==> src/rtl/irqtree_pkg.sv <==
package irqtree_pkg;
  localparam int ADDR_W = 3;

  localparam logic [ADDR_W-1:0] ADDR_LIVE    = 3'd0;
  localparam logic [ADDR_W-1:0] ADDR_LATCH   = 3'd1;
  localparam logic [ADDR_W-1:0] ADDR_DEFMASK = 3'd2;
  localparam logic [ADDR_W-1:0] ADDR_SUMMASK = 3'd3;
  localparam logic [ADDR_W-1:0] ADDR_SUMMARY = 3'd4;
  localparam logic [ADDR_W-1:0] ADDR_CTRL    = 3'd5;

  typedef enum logic [1:0] {
    EDGE_BOTH     = 2'd0,
    EDGE_RISE     = 2'd1,
    EDGE_FALL     = 2'd2,
    EDGE_BOTH_ALT = 2'd3
  } edgeMode_e;

  typedef struct packed {
    logic      clrLatch;
    logic      wrDefMask;
    logic      wrSumMask;
    edgeMode_e edgeMode;
    logic      hintEn;
  } ctrlCmd_t;
endpackage

==> src/rtl/irqtree_ctrl.sv <==
module irqtree_ctrl
  import irqtree_pkg::*;
(
  input  logic              clk,
  input  logic              rst,
  input  logic              wrEn,
  input  logic [ADDR_W-1:0] wrAddr,
  input  logic [2:0]        wrCtrlData,
  output ctrlCmd_t          cmd
);
  logic [1:0] edgeQ;
  logic       enQ;
  logic       ctrlWrite;

  assign ctrlWrite = wrEn && (wrAddr == ADDR_CTRL);

  always_ff @(posedge clk) begin
    if (rst) begin
      edgeQ <= 2'd0;
      enQ   <= 1'b0;
    end else if (ctrlWrite) begin
      edgeQ <= wrCtrlData[1:0];
      enQ   <= wrCtrlData[2];
    end
  end

  always_comb begin
    cmd.clrLatch  = wrEn && (wrAddr == ADDR_LATCH);
    cmd.wrDefMask = wrEn && (wrAddr == ADDR_DEFMASK);
    cmd.wrSumMask = wrEn && (wrAddr == ADDR_SUMMASK);
    cmd.edgeMode  = edgeMode_e'(edgeQ);
    cmd.hintEn    = enQ;
  end

  AST_CTRL_WRITE_TAKES: assert property (@(posedge clk) disable iff (rst)
    (wrEn && wrAddr == ADDR_CTRL) |=> (cmd.edgeMode == edgeMode_e'($past(wrCtrlData[1:0]))));

  AST_ENABLE_HOLDS: assert property (@(posedge clk) disable iff (rst)
    !(wrEn && wrAddr == ADDR_CTRL) |=> $stable(cmd.hintEn));
endmodule

==> src/rtl/irqtree_dp.sv <==
module irqtree_dp
  import irqtree_pkg::*;
#(
  parameter int NUM_GEN = 6,
  parameter int NUM_APS = 4,
  parameter logic [(NUM_GEN+NUM_APS)*(NUM_GEN+NUM_APS)-1:0] SUPP_MAP = '0
) (
  input  logic                       clk,
  input  logic                       rst,
  input  logic [NUM_GEN+NUM_APS-1:0] defIn,
  input  ctrlCmd_t                   cmd,
  input  logic [NUM_GEN+NUM_APS-1:0] wrData,
  output logic [NUM_GEN+NUM_APS-1:0] liveStat,
  output logic [NUM_GEN+NUM_APS-1:0] latched,
  output logic [NUM_GEN+NUM_APS-1:0] defMask,
  output logic [1:0]                 sumMask,
  output logic [1:0]                 summary,
  output logic                       irq
);
  localparam int NUM_DEF = NUM_GEN + NUM_APS;

  logic [NUM_DEF-1:0] corrNow;
  logic [NUM_DEF-1:0] defQ;
  logic [NUM_DEF-1:0] prevQ;
  logic [NUM_DEF-1:0] riseVec;
  logic [NUM_DEF-1:0] fallVec;
  logic [NUM_DEF-1:0] setVec;
  logic [NUM_DEF-1:0] clrVec;
  logic [NUM_DEF-1:0] latQ;
  logic [NUM_DEF-1:0] maskQ;
  logic [1:0]         sumMaskQ;
  logic               irqQ;
  logic [NUM_DEF-1:0] openVec;

  // correlation: a defect is held low while any of its parents is active
  for (genvar g = 0; g < NUM_DEF; g++) begin : gCorr
    logic parentHit;
    assign parentHit  = |(defIn & SUPP_MAP[g*NUM_DEF +: NUM_DEF]);
    assign corrNow[g] = defIn[g] & ~parentHit;

    AST_CORR_SUPPRESS: assert property (@(posedge clk) disable iff (rst)
      defQ[g] |-> !(|(defQ & SUPP_MAP[g*NUM_DEF +: NUM_DEF])));
  end

  always_ff @(posedge clk) begin
    if (rst) begin
      defQ  <= '0;
      prevQ <= '0;
    end else begin
      defQ  <= corrNow;
      prevQ <= defQ;
    end
  end

  assign riseVec = defQ & ~prevQ;
  assign fallVec = ~defQ & prevQ;

  always_comb begin
    case (cmd.edgeMode)
      EDGE_RISE: setVec = riseVec;
      EDGE_FALL: setVec = fallVec;
      default:   setVec = riseVec | fallVec;
    endcase
  end

  assign clrVec = cmd.clrLatch ? wrData : '0;

  // set has priority over a same-cycle clear
  always_ff @(posedge clk) begin
    if (rst) latQ <= '0;
    else     latQ <= (latQ & ~clrVec) | setVec;
  end

  always_ff @(posedge clk) begin
    if (rst) begin
      maskQ    <= '1;
      sumMaskQ <= 2'b11;
    end else begin
      if (cmd.wrDefMask) maskQ    <= wrData;
      if (cmd.wrSumMask) sumMaskQ <= wrData[1:0];
    end
  end

  assign openVec    = latQ & ~maskQ;
  assign summary[0] = |openVec[NUM_GEN-1:0];
  assign summary[1] = |openVec[NUM_DEF-1:NUM_GEN];

  always_ff @(posedge clk) begin
    if (rst) irqQ <= 1'b0;
    else     irqQ <= cmd.hintEn & (|(summary & ~sumMaskQ));
  end

  assign liveStat = defQ;
  assign latched  = latQ;
  assign defMask  = maskQ;
  assign sumMask  = sumMaskQ;
  assign irq      = irqQ;

  AST_W1C_CLEARS: assert property (@(posedge clk) disable iff (rst)
    ((latQ & $past(clrVec & ~setVec)) == '0));

  AST_ZERO_KEEPS: assert property (@(posedge clk) disable iff (rst)
    (($past(latQ & ~clrVec) & ~latQ) == '0));

  AST_SET_WINS: assert property (@(posedge clk) disable iff (rst)
    ((($past(defQ ^ prevQ) & $past(clrVec)) & ~latQ & $past(setVec)) == '0));

  AST_NEW_LATCH_NEEDS_EDGE: assert property (@(posedge clk) disable iff (rst)
    (((latQ & ~$past(latQ)) & ~$past(defQ ^ prevQ)) == '0));

  AST_RISE_ONLY: assert property (@(posedge clk) disable iff (rst)
    ($past(cmd.edgeMode) == EDGE_RISE) |->
      (((latQ & ~$past(latQ)) & ~$past(defQ & ~prevQ)) == '0));

  AST_IRQ_OFF_WHEN_DISABLED: assert property (@(posedge clk) disable iff (rst)
    !$past(cmd.hintEn) |-> !irqQ);

  AST_IRQ_NEEDS_OPEN_LATCH: assert property (@(posedge clk) disable iff (rst)
    irqQ |-> $past(|(latQ & ~maskQ)));
endmodule

==> src/rtl/defect_irq_tree.sv <==
module defect_irq_tree
  import irqtree_pkg::*;
#(
  parameter int NUM_GEN = 6,
  parameter int NUM_APS = 4,
  parameter logic [(NUM_GEN+NUM_APS)*(NUM_GEN+NUM_APS)-1:0] SUPP_MAP =
    100'h0000010000000000000100400
) (
  input  logic                       clk,
  input  logic                       rst,
  input  logic [NUM_GEN+NUM_APS-1:0] defIn,
  input  logic                       wrEn,
  input  logic [2:0]                 wrAddr,
  input  logic [NUM_GEN+NUM_APS-1:0] wrData,
  input  logic [2:0]                 rdAddr,
  output logic [NUM_GEN+NUM_APS-1:0] rdData,
  output logic                       irq
);
  localparam int NUM_DEF = NUM_GEN + NUM_APS;

  ctrlCmd_t           cmd;
  logic [NUM_DEF-1:0] liveStat;
  logic [NUM_DEF-1:0] latched;
  logic [NUM_DEF-1:0] defMask;
  logic [1:0]         sumMask;
  logic [1:0]         summary;

  irqtree_ctrl u_ctrl (
    .clk        (clk),
    .rst        (rst),
    .wrEn       (wrEn),
    .wrAddr     (wrAddr),
    .wrCtrlData (wrData[2:0]),
    .cmd        (cmd)
  );

  irqtree_dp #(
    .NUM_GEN  (NUM_GEN),
    .NUM_APS  (NUM_APS),
    .SUPP_MAP (SUPP_MAP)
  ) u_dp (
    .clk      (clk),
    .rst      (rst),
    .defIn    (defIn),
    .cmd      (cmd),
    .wrData   (wrData),
    .liveStat (liveStat),
    .latched  (latched),
    .defMask  (defMask),
    .sumMask  (sumMask),
    .summary  (summary),
    .irq      (irq)
  );

  always_comb begin
    case (rdAddr)
      ADDR_LIVE:    rdData = liveStat;
      ADDR_LATCH:   rdData = latched;
      ADDR_DEFMASK: rdData = defMask;
      ADDR_SUMMASK: rdData = NUM_DEF'(sumMask);
      ADDR_SUMMARY: rdData = NUM_DEF'(summary);
      ADDR_CTRL:    rdData = NUM_DEF'({cmd.hintEn, cmd.edgeMode});
      default:      rdData = '0;
    endcase
  end
endmodule

==> config.mk <==
export PLATFORM = sky130hd
export DESIGN_NAME = defect_irq_tree
export DESIGN_NICKNAME = d
export VERILOG_FILES = /design/src/rtl/irqtree_pkg.sv /design/src/rtl/irqtree_ctrl.sv /design/src/rtl/irqtree_dp.sv /design/src/rtl/defect_irq_tree.sv
export SDC_FILE = /design/constraint.sdc
export NUM_CORES = 1
export LEC_CHECK = 0
export CAP_MARGIN = 5
export CORE_MARGIN = 2
export CORE_UTILIZATION = 30
export DETAILED_ROUTE_END_ITERATION = 10
export SYNTH_ARGS = -nofsm -noshare
export SYNTH_HDL_FRONTEND = slang
export SYNTH_HIERARCHICAL = 1
export SYNTH_SLANG_ARGS = --single-unit
==> constraint.sdc <==
create_clock -name clk -period 2 [get_ports clk]
set_input_delay 0.4 -clock clk [delete_from_list [all_inputs] [get_ports clk]]
set_output_delay 0.4 -clock clk [all_outputs]
set_load 0.02 [all_outputs]
### Word level (Yosys, flattened, before mapping)

Index checks and enable logic that the tools add are counted.

* bits in registers: 46
* output and inout port bits: 11
* word-level logic and storage cells: 48

* reductions and logical operators: 8
* bitwise operators: 18
* muxes and demuxes: 3
* equality and inequality tests: 11

Operator list (number)
* one-hot mux 10 bit (6 select lines): 1
* bitwise AND 10 bit: 4
* NOT 10 bit: 4
* OR 10 bit: 2
* one-hot mux 10 bit (2 select lines): 1
* == test 3 x 2 -> 1 bit, second input constant: 4
* 2-to-1 mux 10 bit: 1
* == test 3 bit, second input constant: 3
* == test 3 x 1 -> 1 bit, second input constant: 2
* OR reduction 6 bit: 1
* bitwise AND 1 bit: 4
* logical AND 1 bit: 4
* OR reduction 4 bit: 1
* logical NOT 3 bit: 1
* bitwise AND 2 bit: 1
* == test 2 x 1 -> 1 bit, second input constant: 1
* == test 2 bit, second input constant: 1
* NOT 1 bit: 2
* NOT 2 bit: 1
* OR reduction 2 bit: 1

### Longest topological paths before layout

* word-level depth: 6
* gate-level depth with buffers: 7
* depth with buffers taken out: 6

### By module

The synthesis kept the hierarchy.

Modules (own cells, without submodules)
* irqtree_dp: times used 1, cells each 211, area each 1899.3 um^2, sequential area each 860.8 um^2
* defect_irq_tree: times used 1, cells each 50, area each 354.1 um^2, sequential area each 0.0 um^2
* irqtree_ctrl: times used 1, cells each 18, area each 188.9 um^2, sequential area each 60.1 um^2

### Worst setup path after synthesis

No wires, ideal clock.

* path type: reg-to-output
* start point: register u_dp.maskQ[9] (netlist: u_dp/defMask[9])
* end point: output rdData[1]
* buffers on the path: 0
* cell stages (with the launch flop): 6
* arrival: 1351 ps
* data required time: 1600 ps
* setup slack: 249 ps
* path through: dfxtp_1 -> inv_1 -> a22oi_1 -> o221ai_1 -> mux4_2 -> a22o_1

* longest elaborated chain between the ends: 4

RTL lines
* start, declared: RTL line irqtree_dp.sv:30 `logic [NUM_DEF-1:0] maskQ;`
* start signal, assigned: RTL line irqtree_dp.sv:79 `if (cmd.wrDefMask) maskQ <= wrData;`
* NOT 10 bit: RTL line irqtree_dp.sv:84 `assign openVec = latQ & ~maskQ;`
* bitwise AND 10 bit: RTL line irqtree_dp.sv:84
* OR reduction 4 bit: RTL line irqtree_dp.sv:86 `assign summary[1] = |openVec[NUM_DEF-1:NUM_GEN];`
* named net summary[1]: RTL line defect_irq_tree.sv:26 `logic [1:0] summary;`
* one-hot mux 10 bit (6 select lines): RTL line defect_irq_tree.sv:56 `case (rdAddr)`
* end, declared: RTL line defect_irq_tree.sv:16 `output logic [NUM_GEN+NUM_APS-1:0] rdData,`

The timed path passes the listed nets, and every way through them passes these cells.

### Worst setup path after layout

Same ends and word-level chain as after synthesis.

==> metrics.sh <==
REPORT.FINAL.SLEW_VIOL_COUNT=0
NUM_ANTENNA_CELLS=0
MULTI_INPUT_AREA_MM2=0.00135
SYN-INSTANCE-COUNT=279
CTS_ROOT_BUFFER='clkbuf_8'
NET_TOTAL_IN_THE_FINAL_LAYOUT=401
PLACE.GP.CONGESTION=0.870
BUSIEST_LAYER='met2'
CRITICAL_PATH.N_BUFFERS_INVERTERS=2
SYNTHESIS.AREA_MM2=0.00244
FLOORPLAN.IO_PINS=40
FINALSETUPVIOLCOUNT=2
CTS.HOLD.BUFFERS_ADDED=0
FINAL_CRITICAL_PATH_SETUP_SLACK_NS=-0.182
DRC_ERRORS=0
FILLERINSTANCES=765
SYNTH.DISTINCT_CELLS=36
FINAL_CORE_UTIL_PCT=42.3
GRT_START_MAX_NET_PINS=24
ANTENNA_VIOLATIONS_BEFORE_REPAIR=0
ANTENNA_LEFT=0
LAYOUT.AREA.SEQ_UM2=930
GRT_OVERFLOW_TOTAL=0
DIE_WIDTH_UM=94.2
DETAILEDPLACE.WORSTSLACK_NS=-0.726
CORE.ROWCOUNT=32
SWITCHING_SHARE_PCT=25.4
DIE-HEIGHT_UM=94.2
FIRST_PASS_GRT_WIRE_LENGTH_MM=9.80
WORST_HOLD_PATH_TYPE='reg -> reg'
PWR-SHARE-CLK_PCT=32.0
LAYOUT.CELL_AREA.NON_FILLER_MM2=0.00330
DRT_WL_TOTAL_MM=5.98
CRITPATHCAPTURETYPE='output port'
TIGHTEST_SLEW_NS=0.598
PLACED_CELL_AREAS_MM2=0.00315
POWER.SEQUENTIAL.FRACTION_PCT=48.8
POWER_SWITCHING_mW=0.519
MIN_PERIOD_OVER_PERIOD_PCT=109
NET_COUNT_OF_THE_MAPPED_NETLIST=330
PATH_CELLS='inv_2 -> a22oi_2 -> o221ai_2 -> mux4_2 -> a22o_1 -> buf_6'
RUN_STATUS='finished, violations left'
VIAS=2072
POST-SYNTH-TOP-AREA-CELL='dfxtp_1'
SYNTH_ENABLE_FLOP_CELLS=0
POST_SYNTH.CELL_AREA_AVG_UM2=8.75
GRT_USE_MET3_PCT=2.25
CTS.SINKS=46
YOSYSMOSTFREQUENTCELL='dfxtp_1'
DRV.MAX_CAP_VIOLATION_COUNT=0
FIRST_GLOBAL_VIAS=2005
GRTUSAGEMET2_PCT=21.8
HPWL_MM=4.42
CP_DATA_ARRIVAL_TIME_NS=1.78
P_INT_mW=1.52
CTS_MAX_LEVEL=2
POST-ROUTE-MIN-PERIOD_NS=2.18
DRT_FIRST_ITER_VIOLATIONS=111
GRT_UTIL_ALL_LAYERS_PCT=14.2
CTS_MAX_PATH_BUFFERS=2
USE_MET1_PCT=20.4
YS.FLOP_TYPE='dfxtp_1'
DPL.CELL_COUNT=440
TIMING_HOLD_VIOLATIONS_FINAL=0
CRITPATHMAXFANOUT=2
WL_PER_CELL_UM=13.2
POWER.COMBINATIONAL.FRACTION_PCT=19.2
WORST_SKEW_PAIR.LATE_LATENCY_NS=0.30
LAYOUTNONFILLERINSTCOUNT=453
SLEW_HEADROOM_PCT=60.1
P_PER_AREA_mW_PER_MM2=617
DR.PASS1.ITERS=6
INITIAL_UTILIZATION_PCT=31.3
UNREPAIRED_SETUP_ENDPOINTS_AFTER_GLOBAL_ROUTING='true'
SYNTH-SEQ-AREA-SHARE_PCT=37.7
SETUP.WORST_PATH.CLASS='reg -> out'
POST_DRT_VIA_CELL_RATIO=4.57
STARTPOINT_TYPES='flip-flop'
TRITONCTS_CLOCK_TREE='done'
ASYNC_FLOP_SHARE_PCT=0
TIMING.CRITICAL_PATH.SLOWEST_CELL_DELAY_NS=0.47
PATH_DELAY_FAMILY='compound AO/OA/AOI/OAI gates'
WARNINGS_FROM_YOSYS=6
VIOLATIONS='negative setup slack'
SYNTH.FF_LATCH_COUNT=46
WORSTPATHREQUIRED_NS=1.60
FINAL.SETUP_SKEW_NS=0.00956
FLOORPLAN.DIE_AREA_MM2=0.00888
CELLLEAKAGEPOWER_nW=1.38
FLOORPLAN.CORE_AREA_MM2=0.00781
FIN_SETUP_TNS_NS=-0.208
CLKTRANSATPATHREGS_NS=0.09
SYNTHDOMINANTCELLAREASHARE_PCT=37.7
NUMBER_OF_BUFFER_CELLS_ADDED_ON_PRIMARY_PORTS=39
SYNTH_COMMONEST_CELLS='dfxtp_1 (46), inv_1 (34), nand2_1 (30)'
TIMING.FMAX_MHz=458
FLOW.AREA_GROWTH_FROM_SYNTHESIS_PCT=35.2
SYNTH_TOP_CELLS_BY_AREA='dfxtp_1 (38%), ha_1 (11%), mux2i_1 (8.6%)'
CTS_INSERTED_BUFFERS=5
DRIVE_ABOVE_1_SHARE_PCT=24.5
WORST_PATH_MAX_DELAY_CELL='mux4_2'
POWER.IR.VDD_WORST_mV=0.268
registers in the layout, summed over array words and instances, names as in the netlist:
register,count
u_dp/defMask,10
u_dp/latched,10
u_dp/liveStat,10
u_dp/prevQ,10
u_ctrl/edgeQ,2
u_dp/sumMask,2
u_ctrl/enQ,1
u_dp/irq,1
layer usage:
metal / share of wire (%) / wire [um]
met5: 0 / 0
met4: 0.48 / 29
met3: 3.8 / 230
met2: 44 / 2620
met1: 52 / 3100
worst reg2reg max path, stage by stage (launching register included):
cell      delay [ns]
dfxtp_1         0.34
buf_4           0.14
ha_1            0.51
a221oi_1        0.32
a21oi_1         0.10
a21oi_1         0.15
nor2_1          0.05
per-stage QoR:
| step | hold WS, ns | power (mW) |
|---|---|---|
| 3_5_place_dp | 0.493 | 1.40 |
| 2_1_floorplan | 0.448 | 1.20 |
| 3_3_place_gp | 0.484 | 1.39 |
| 4_1_cts | 0.500 | 2.06 |
| 6_report | 0.491 | 2.04 |
| 5_1_grt | 0.539 | 2.16 |
power by group through the flow:
stage	clock network [mW]	logic, mW	registers, mW
floorplan	0	0.193	1.01
global placement	0	0.379	1.01
detailed placement	0	0.384	1.01
CTS	0.678	0.391	0.995
global route	0.721	0.431	1.00
finish	0.652	0.391	0.996
cell families after synthesis:
kind of cell	share of synthesized area, %
compound gates	13.3
fa+ha+maj	11.3
buf+inv	8.97
flops	37.7
mux	10.5
simple gates	18.3
final cells by class:
type | count | share of cell area [%]
clock buffers | 8 | 3.33
inverters | 34 | 3.86
multi-input cells | 183 | 40.8
well taps | 102 | 3.86
flip-flops and latches | 46 | 28.1
repair buffers | 80 | 20.0
final timing paths:
| kind | to | start | slack (ns) | cells after the start |
|---|---|---|---|---|
| worst max-delay path | rdData[1] | u_dp/defMask[9] | -0.18 | 6 |
| worst min-delay path | u_dp/defMask[5] | u_dp/defMask[5] | 0.49 | 2 |
| worst max register to register | u_dp/latched[7] | u_ctrl/edgeQ[1] | 0.30 | 6 |
| worst min register to register | u_dp/defMask[5] | u_dp/defMask[5] | 0.49 | 2 |
cell usage in the layout (no fill, tap or decap), drive strengths merged, types with 3 or more instances in the layout:
master,Yosys,layout
inv,34,34
ha,22,22
a221oi,10,10
nor2b,9,9
clkbuf,7,9
nor3b,6,6
a21oi,28,28
dfxtp,46,46
nand2,30,30
clkdlybuf4s50,0,26
nand2b,6,6
nor2,20,20
mux2i,21,21
buf,9,51
or2,7,7
o22ai,3,3
timing repair:
item | 4_1_cts | 5_1_grt
endpoints found under the setup margin | 10 | 8
gates resized for setup | 61 | 12
buffers inserted | 4 | 1
pin swaps | 2 | 0
Power figures use the tool's default switching activity.
